<file path="config.mk">
export PLATFORM = sky130hd
export DESIGN_NAME = spiRegPort
export DESIGN_NICKNAME = d
export VERILOG_FILES = /design/src/rtl/spiRegPkg.sv /design/src/rtl/spiPinSync.sv /design/src/rtl/spiRegCtrl.sv /design/src/rtl/spiRegData.sv /design/src/rtl/spiRegPort.sv
export SDC_FILE = /design/constraint.sdc
export NUM_CORES = 2
export LEC_CHECK = 0
export BUFFER_PORTS_ARGS = -buffer_cell sky130_fd_sc_hd__clkbuf_2
export CORE_MARGIN = 10
export CORE_UTILIZATION = 55
export DETAILED_ROUTE_END_ITERATION = 8
export HOLD_SLACK_MARGIN = 0.05
export PLACE_DENSITY = 0.79
export SYNTH_ARGS = -nofsm -noshare
export SYNTH_HDL_FRONTEND = slang
export SYNTH_SLANG_ARGS = --single-unit
</file>
<file path="constraint.sdc">
create_clock -name clk -period 36.8 [get_ports clk]
set_input_delay 7.36 -clock clk [delete_from_list [all_inputs] [get_ports clk]]
set_output_delay 7.36 -clock clk [all_outputs]
set_load 0.01 [all_outputs]
</file>
<file path="src/rtl/spiRegPkg.sv">
package spiRegPkg;

  localparam int ADDR_W = 13;

  typedef enum logic [1:0] {
    PH_INSTR = 2'd0,
    PH_DATA  = 2'd1,
    PH_DONE  = 2'd2
  } spiPhase_t;

  // Control-to-datapath strobes, valid for one block clock each
  typedef struct packed {
    logic              shiftIn;  // take one bit from the input line
    logic              wrEn;     // store the received byte into the shadow copy
    logic              commit;   // copy all shadow registers into the live copy
    logic              loadTx;   // load the read byte at addr into the output shifter
    logic              shiftTx;  // present the next output bit
    logic              clearTx;  // port deselected: idle the output side
    logic [ADDR_W-1:0] addr;     // register address for wrEn / loadTx
  } spiStrobe_t;

endpackage

</file>
<file path="src/rtl/spiPinSync.sv">
module spiPinSync #(
  parameter int STAGES = 2
) (
  input  logic clk,
  input  logic rst,
  input  logic csNIn,
  input  logic sclkIn,
  input  logic sdiIn,
  output logic csHigh,
  output logic riseEv,
  output logic fallEv,
  output logic sdiS
);

  logic [STAGES-1:0] csPipe;
  logic [STAGES-1:0] sclkPipe;
  logic [STAGES-1:0] sdiPipe;
  logic              sclkPrev;
  logic              sclkS;

  always_ff @(posedge clk) begin
    if (rst) begin
      csPipe   <= '1;
      sclkPipe <= '1;
      sdiPipe  <= '0;
      sclkPrev <= 1'b1;
    end else begin
      csPipe   <= {csPipe[STAGES-2:0], csNIn};
      sclkPipe <= {sclkPipe[STAGES-2:0], sclkIn};
      sdiPipe  <= {sdiPipe[STAGES-2:0], sdiIn};
      sclkPrev <= sclkPipe[STAGES-1];
    end
  end

  assign csHigh = csPipe[STAGES-1];
  assign sclkS  = sclkPipe[STAGES-1];
  assign sdiS   = sdiPipe[STAGES-1];
  assign riseEv = !csHigh && sclkS && !sclkPrev;
  assign fallEv = !csHigh && !sclkS && sclkPrev;

endmodule

</file>
<file path="src/rtl/spiRegCtrl.sv">
module spiRegCtrl
  import spiRegPkg::*;
#(
  parameter logic [ADDR_W-1:0] UPD_ADDR = 13'h05A
) (
  input  logic       clk,
  input  logic       rst,
  input  logic       csHigh,
  input  logic       riseEv,
  input  logic       fallEv,
  input  logic [7:0] rxByte,
  output spiStrobe_t strb
);

  spiPhase_t         phase;
  logic [2:0]        bitCnt;
  logic              haveHi;
  logic [7:0]        instrHi;
  logic              isRead;
  logic              streamMode;
  logic [1:0]        bytesLeft;
  logic [ADDR_W-1:0] curAddr;

  logic              byteDone;
  logic              instrDone;
  logic              dataByte;
  logic              moreBytes;
  logic [ADDR_W-1:0] stepAddr;
  logic [ADDR_W-1:0] newAddr;

  assign byteDone  = riseEv && (bitCnt == 3'd7);
  assign instrDone = byteDone && (phase == PH_INSTR) && haveHi;
  assign dataByte  = byteDone && (phase == PH_DATA);
  assign moreBytes = streamMode || (bytesLeft != 2'd0);
  assign stepAddr  = curAddr - ADDR_W'(1);
  assign newAddr   = {instrHi[4:0], rxByte};

  always_ff @(posedge clk) begin
    if (rst || csHigh) begin
      phase     <= PH_INSTR;
      bitCnt    <= 3'd0;
      haveHi    <= 1'b0;
      instrHi   <= 8'h00;
      isRead    <= 1'b0;
      streamMode<= 1'b0;
      bytesLeft <= 2'd0;
      if (rst) curAddr <= '0;
    end else if (riseEv) begin
      bitCnt <= bitCnt + 3'd1;
      if (byteDone) begin
        unique case (phase)
          PH_INSTR: begin
            if (!haveHi) begin
              instrHi <= rxByte;
              haveHi  <= 1'b1;
            end else begin
              isRead     <= instrHi[7];
              streamMode <= (instrHi[6:5] == 2'b11);
              bytesLeft  <= instrHi[6:5];
              curAddr    <= newAddr;
              phase      <= PH_DATA;
            end
          end
          PH_DATA: begin
            curAddr <= stepAddr;
            if (!streamMode) begin
              if (bytesLeft == 2'd0) phase <= PH_DONE;
              else bytesLeft <= bytesLeft - 2'd1;
            end
          end
          default: ;
        endcase
      end
    end
  end

  always_comb begin
    strb         = '0;
    strb.shiftIn = riseEv;
    strb.shiftTx = fallEv;
    strb.clearTx = csHigh;
    strb.wrEn    = dataByte && !isRead;
    strb.commit  = dataByte && !isRead && (curAddr == UPD_ADDR) && rxByte[0];
    strb.loadTx  = (instrDone && instrHi[7]) || (dataByte && isRead && moreBytes);
    if (instrDone)      strb.addr = newAddr;
    else if (strb.wrEn) strb.addr = curAddr;
    else                strb.addr = stepAddr;
  end


  done_quiet_chk: assert property (@(posedge clk) disable iff (rst)
    (phase == PH_DONE) |-> !(strb.wrEn || strb.loadTx));


  cs_restart_chk: assert property (@(posedge clk) disable iff (rst)
    csHigh |=> (phase == PH_INSTR && bitCnt == 3'd0 && !haveHi));


  addr_step_chk: assert property (@(posedge clk) disable iff (rst)
    (byteDone && phase == PH_DATA) |=> (curAddr == $past(curAddr) - ADDR_W'(1)));


  commit_src_chk: assert property (@(posedge clk) disable iff (rst)
    strb.commit |-> (strb.wrEn && strb.addr == UPD_ADDR));

endmodule

</file>
<file path="src/rtl/spiRegData.sv">
module spiRegData
  import spiRegPkg::*;
#(
  parameter int                REG_COUNT = 96,
  parameter logic [ADDR_W-1:0] UPD_ADDR  = 13'h05A,
  parameter logic [ADDR_W-1:0] CFG_ADDR  = 13'h000,
  parameter logic [7:0]        CFG_RESET = 8'h10
) (
  input  logic                   clk,
  input  logic                   rst,
  input  spiStrobe_t             strb,
  input  logic                   sdiS,
  output logic [7:0]             rxByte,
  output logic                   sdo,
  output logic [REG_COUNT*8-1:0] activeBus
);

  localparam int                IDX_W       = $clog2(REG_COUNT);
  localparam logic [ADDR_W-1:0] REG_COUNT_A = ADDR_W'(REG_COUNT);

  logic [7:0]             shadowQ [REG_COUNT];
  logic [7:0]             activeQ [REG_COUNT];
  logic [REG_COUNT*8-1:0] shadowFlat;
  logic [6:0]             rxShift;
  logic [7:0]             txQ;
  logic                   sdoQ;
  logic                   inRange;
  logic                   wrHit;
  logic [IDX_W-1:0]       regIdx;
  logic [7:0]             rdByte;

  assign rxByte  = {rxShift, sdiS};
  assign inRange = (strb.addr < REG_COUNT_A) && (strb.addr != UPD_ADDR);
  assign regIdx  = strb.addr[IDX_W-1:0];
  assign wrHit   = strb.wrEn && inRange;
  assign rdByte  = inRange ? activeQ[regIdx] : 8'h00;

  always_ff @(posedge clk) begin
    if (rst) rxShift <= '0;
    else if (strb.shiftIn) rxShift <= {rxShift[5:0], sdiS};
  end

  always_ff @(posedge clk) begin
    if (rst) begin
      for (int i = 0; i < REG_COUNT; i++) begin
        shadowQ[i] <= (ADDR_W'(i) == CFG_ADDR) ? CFG_RESET : 8'h00;
        activeQ[i] <= (ADDR_W'(i) == CFG_ADDR) ? CFG_RESET : 8'h00;
      end
    end else begin
      if (wrHit) shadowQ[regIdx] <= rxByte;
      if (strb.commit) begin
        for (int i = 0; i < REG_COUNT; i++) activeQ[i] <= shadowQ[i];
      end
    end
  end

  always_ff @(posedge clk) begin
    if (rst || strb.clearTx) begin
      txQ  <= 8'h00;
      sdoQ <= 1'b0;
    end else if (strb.loadTx) begin
      txQ <= rdByte;
    end else if (strb.shiftTx) begin
      sdoQ <= txQ[7];
      txQ  <= {txQ[6:0], 1'b0};
    end
  end

  for (genvar g = 0; g < REG_COUNT; g++) begin : g_flat
    assign activeBus[g*8 +: 8]  = activeQ[g];
    assign shadowFlat[g*8 +: 8] = shadowQ[g];
  end

  assign sdo = sdoQ;


  live_hold_chk: assert property (@(posedge clk) disable iff (rst)
    !strb.commit |=> $stable(activeBus));


  commit_copy_chk: assert property (@(posedge clk) disable iff (rst)
    strb.commit |=> (activeBus == $past(shadowFlat)));


  sdo_hold_chk: assert property (@(posedge clk) disable iff (rst)
    (!strb.shiftTx && !strb.clearTx) |=> $stable(sdo));


  rd_outside_chk: assert property (@(posedge clk) disable iff (rst)
    (strb.loadTx && strb.addr >= REG_COUNT_A) |=> (txQ == 8'h00));

endmodule

</file>
<file path="src/rtl/spiRegPort.sv">
module spiRegPort
  import spiRegPkg::*;
#(
  parameter int                REG_COUNT   = 96,
  parameter logic [ADDR_W-1:0] UPD_ADDR    = 13'h05A,
  parameter logic [ADDR_W-1:0] CFG_ADDR    = 13'h000,
  parameter logic [7:0]        CFG_RESET   = 8'h10,
  parameter int                SYNC_STAGES = 2
) (
  input  logic                   clk,
  input  logic                   rst,
  input  logic                   csN,
  input  logic                   sclk,
  input  logic                   sdi,
  output logic                   sdo,
  output logic [REG_COUNT*8-1:0] activeBus
);

  logic       csHigh;
  logic       riseEv;
  logic       fallEv;
  logic       sdiS;
  logic [7:0] rxByte;
  spiStrobe_t strb;

  spiPinSync #(.STAGES(SYNC_STAGES)) sync_i (
    .clk(clk), .rst(rst), .csNIn(csN), .sclkIn(sclk), .sdiIn(sdi),
    .csHigh(csHigh), .riseEv(riseEv), .fallEv(fallEv), .sdiS(sdiS)
  );

  spiRegCtrl #(.UPD_ADDR(UPD_ADDR)) ctrl_i (
    .clk(clk), .rst(rst), .csHigh(csHigh), .riseEv(riseEv),
    .fallEv(fallEv), .rxByte(rxByte), .strb(strb)
  );

  spiRegData #(
    .REG_COUNT(REG_COUNT), .UPD_ADDR(UPD_ADDR),
    .CFG_ADDR(CFG_ADDR), .CFG_RESET(CFG_RESET)
  ) data_i (
    .clk(clk), .rst(rst), .strb(strb), .sdiS(sdiS),
    .rxByte(rxByte), .sdo(sdo), .activeBus(activeBus)
  );

endmodule

</file>
==> summary.md <==
| Metric | Value |
|---|---|
| Run status | `finished with violations` |
| Failing checks | `max-capacitance violations, max-slew violations` |
| P_sw | `~0.00093 W` |
| Remaining DRCs | `0` |
| First-pass GRT wire length | `between 300000 and 400000 um` |
| Combinational share of power | `0.061` |
| Critical path launch point type | `primary input` |
| Core area | `around 0.12 sq mm` |
| Clk pin slew, worst setup/hold paths | `about 0.060 ns` |
| Largest cells by area after synthesis | `edfxtp_1 70%, and2_1 12%, nor2b_1 2.3%, mux2i_1 1.5%, nand2_1 1.4%` |
| Fmax | `between 90 and 100 MHz` |
| Ys async rst share | `0` |
| Post-route cell area | `a little under 0.08 sq mm` |
| Standard-cell rows | `127` |
| Crit Path Max Fanout | `between 80 and 90` |
| CTS tree | `done` |
| Clock Sinks | `roughly 1600` |
| Gr usage total | `0.3495` |
| P_leak | `~30 nW` |
| Setup TNS | `0 ns` |
| FILL cells | `8647` |
| Hold Buf Count CTS | `0` |
| # setup viols final | `0` |
| Placed cell areas | `0.07206 sq mm` |
| Netlist cell types | `a little over 90` |
| Post-synth EDFFs | `approximately 1500` |
| Sequential share of the synthesized area | `0.7093` |
| Htree depth | `4` |
| WP data arrival | `~11 ns` |
| Worst slew pin tran | `1.639 ns` |
| Ys flop type | `edfxtp_1` |
| Cell count after synthesis | `~4800` |
| Synth Area per Inst | `13.90 sq um` |
| Post-CTS Repair Setup Buffers | `0` |
| Flops & latches, synth | `1590` |
| Yosys Warn Count | `0` |
| Die Footprint | `~0.14 sq mm` |
| Headroom to the max-slew limit | `-0.1208` |
| Worst hold path depth | `1` |
| Min Clock Period, post-route | `about 11 ns` |
| Clk root buf | `clkbuf_16` |
| Most common cell in the netlist | `edfxtp_1` |
| Die height | `around 370 um` |
| Routed Antenna Nets | `0` |
| WL/cell | `approximately 34 um` |
| GP Congestion | `around 0.98` |
| Sequential cell area | `between 0.04 and 0.05 sq mm` |
| Internal power | `roughly 0.003 W` |
| Multi-input logic area | `about 0.018 sq mm` |
| R2R Setup Slk | `30.57 ns` |
| Design Power | `between 0.003 and 0.004 W` |
| Start point of the worst hold path | `sync_i.sclkPipe[0]` |
| Final hold vios | `0` |
| Max clock buf depth | `3` |
| Required time of the worst setup path | `37.22 ns` |
| Layout cell share with drive strength beyond 1 | `0.2218` |
| Starting DRT DRC Count | `7790` |
| Reg2reg end | `data_i.activeQ[56][2]` |
| Total CTS buffers | `160` |
| Largest net degree at the start of global routing | `180` |
| Via Count | `approximately 45000` |
| Synth cell count leaders | `1549 x edfxtp_1, 1289 x and2_1, 251 x nand2_1` |
| WS Path Type | `primary input to flop` |
| Grt ovf | `0` |
| Die X-Extent | `368.3 um` |
| Worst Hold End | `sync_i.sclkPipe[1]` |
| Fin Clk Skew | `around 0.031 ns` |
| Nets | `5504` |
| Worst-case vdd ir drop | `between 0.04 and 0.05 mV` |
| Initial antenna violation count | `10` |
| Reg2reg start | `ctrl_i.bitCnt[0]` |
| Area grow syn2layout | `15.83%` |
| Number of port buffers | `roughly 770` |
| IO Count | `between 700 and 800` |
| Worst skew pair latency | `roughly 0.81 ns` |
| Max_cap viols | `1` |
| Vias in the first global route | `about 43000` |
| Synthesized area | `~0.067 sq mm` |
| Final worst path period share | `0.2997` |
| DP HPWL | `roughly 160000 um` |
| Initial Util | `0.5555` |
| Post-CTS Resized | `0` |
| Switching Fraction | `0.2349` |
| Max Slew Vio Count | `2` |
| Final wirelength | `roughly 240000 um` |
| Sequential share of power | `0.527` |
| Hold Crit Class | `flop to flop` |
| Clk network pwr share | `0.412` |
| Critical path endpoint category | `flop` |
| Pwr/cell area | `51.38 mW/mm^2` |
| Reg2Reg Depth | `9` |
| TritonRoute pass-1 iters | `7` |
| Unrepaired setup endpoints after global routing | `false` |
| Post-synth top area share | `0.6970` |
| Yosys top cell by area | `edfxtp_1` |
| Via-to-Cell Ratio | `about 6.2` |
## critical path, stage by stage
cell,delay (ns)
buf_8,0.36
nand2b_4,0.80
buf_4,0.90
buf_4,1.00
buf_4,0.79
## per-layer routing
layer  track usage  part of all wire  vias to the layer above
li1              -                 -                    18574
met1        0.4217              0.33                    22116
met2        0.5252              0.44                     3674
met3        0.1381              0.15                      828
met4        0.2167             0.073                        6
met5             0           0.00041                        -
## cell families after synthesis
logic type | Yosys count | share of synthesized area
buf+inv | 334 | 0.02094
fa+ha+maj | 5 | 0.0009374
mux | 106 | 0.01603
simple gates | 2271 | 0.1989
compound gates | 481 | 0.05210
other cells | 1 | 0.00005619
xor+xnor | 13 | 0.001706
flops | 1590 | 0.7093
## power by group through the flow
stage	clock network, W	logic [W]	registers [W]
CTS	0.00163	0.000234	0.00209
global route	0.00171	0.000248	0.00210
detailed placement	0	0.000233	0.00213
global placement	0	0.000230	0.00213
floorplan	0	0.0000980	0.00216
finish	0.00164	0.000242	0.00209
## placed cells by master (no fill, tap or decap), types with 51 or more instances in the layout
master     instances
clkbuf_16        165
nor2_2            60
or2_1             59
nand3_1           59
and2_1          1288
buf_4             70
nor2_1           133
a21oi_1           51
nor2b_1          246
edfxtp_1        1549
nand2_1          249
mux2i_1           99
clkbuf_2         772
o22ai_1          110
## worst max path at each step
stage	cells after the start	startpoint	to	slack (ns)
6_report	5	rst	data_i.activeQ[56][2]	25.77
5_1_grt	5	rst	data_i.activeQ[13][1]	25.58
4_1_cts	5	rst	data_i.activeQ[56][2]	25.84
3_5_place_dp	5	rst	data_i.activeQ[56][0]	25.01
3_3_place_gp	5	rst	data_i.activeQ[56][0]	25.13
2_1_floorplan	4	rst	data_i.activeQ[0][0]	9.11
## area by class of cell
type / count / share of cell area
Sequential cell: 1590 / 0.6128
Multi-Input combinational cell: 2884 / 0.2351
Timing Repair Buffer: 847 / 0.05811
Clock buffer: 199 / 0.05545
Tap cell: 1612 / 0.02609
Clock inverter: 96 / 0.01178
Inverter: 11 / 0.0005342
Antenna cell: 6 / 0.0001942
## sequential cells by signal, indices dropped and copies added, names as in the netlist
register,flops
data_i.activeQ,768
data_i.shadowQ,768
ctrl_i.curAddr,13
ctrl_i.instrHi,8
data_i.txQ,8
data_i.rxShift,7
ctrl_i.bitCnt,3
ctrl_i.bytesLeft,2
ctrl_i.phase,2
sync_i.csPipe,2
sync_i.sclkPipe,2
sync_i.sdiPipe,2
ctrl_i.haveHi,1
ctrl_i.isRead,1
ctrl_i.streamMode,1
data_i.sdo,1
sync_i.sclkPrev,1
## through the flow
stage	util	worst slack, ns	hold slack, ns	instances
2_1_floorplan	-	9.109	0.3895	4808
3_3_place_gp	0.5998	25.13	0.3974	6943
3_5_place_dp	0.5998	25.01	0.4043	6943
4_1_cts	0.6431	25.84	0.4220	7238
5_1_grt	0.6433	25.58	0.4399	7239
6_report	0.6435	25.77	0.4154	7245
Note: power is estimated with default switching activity, not from simulation.
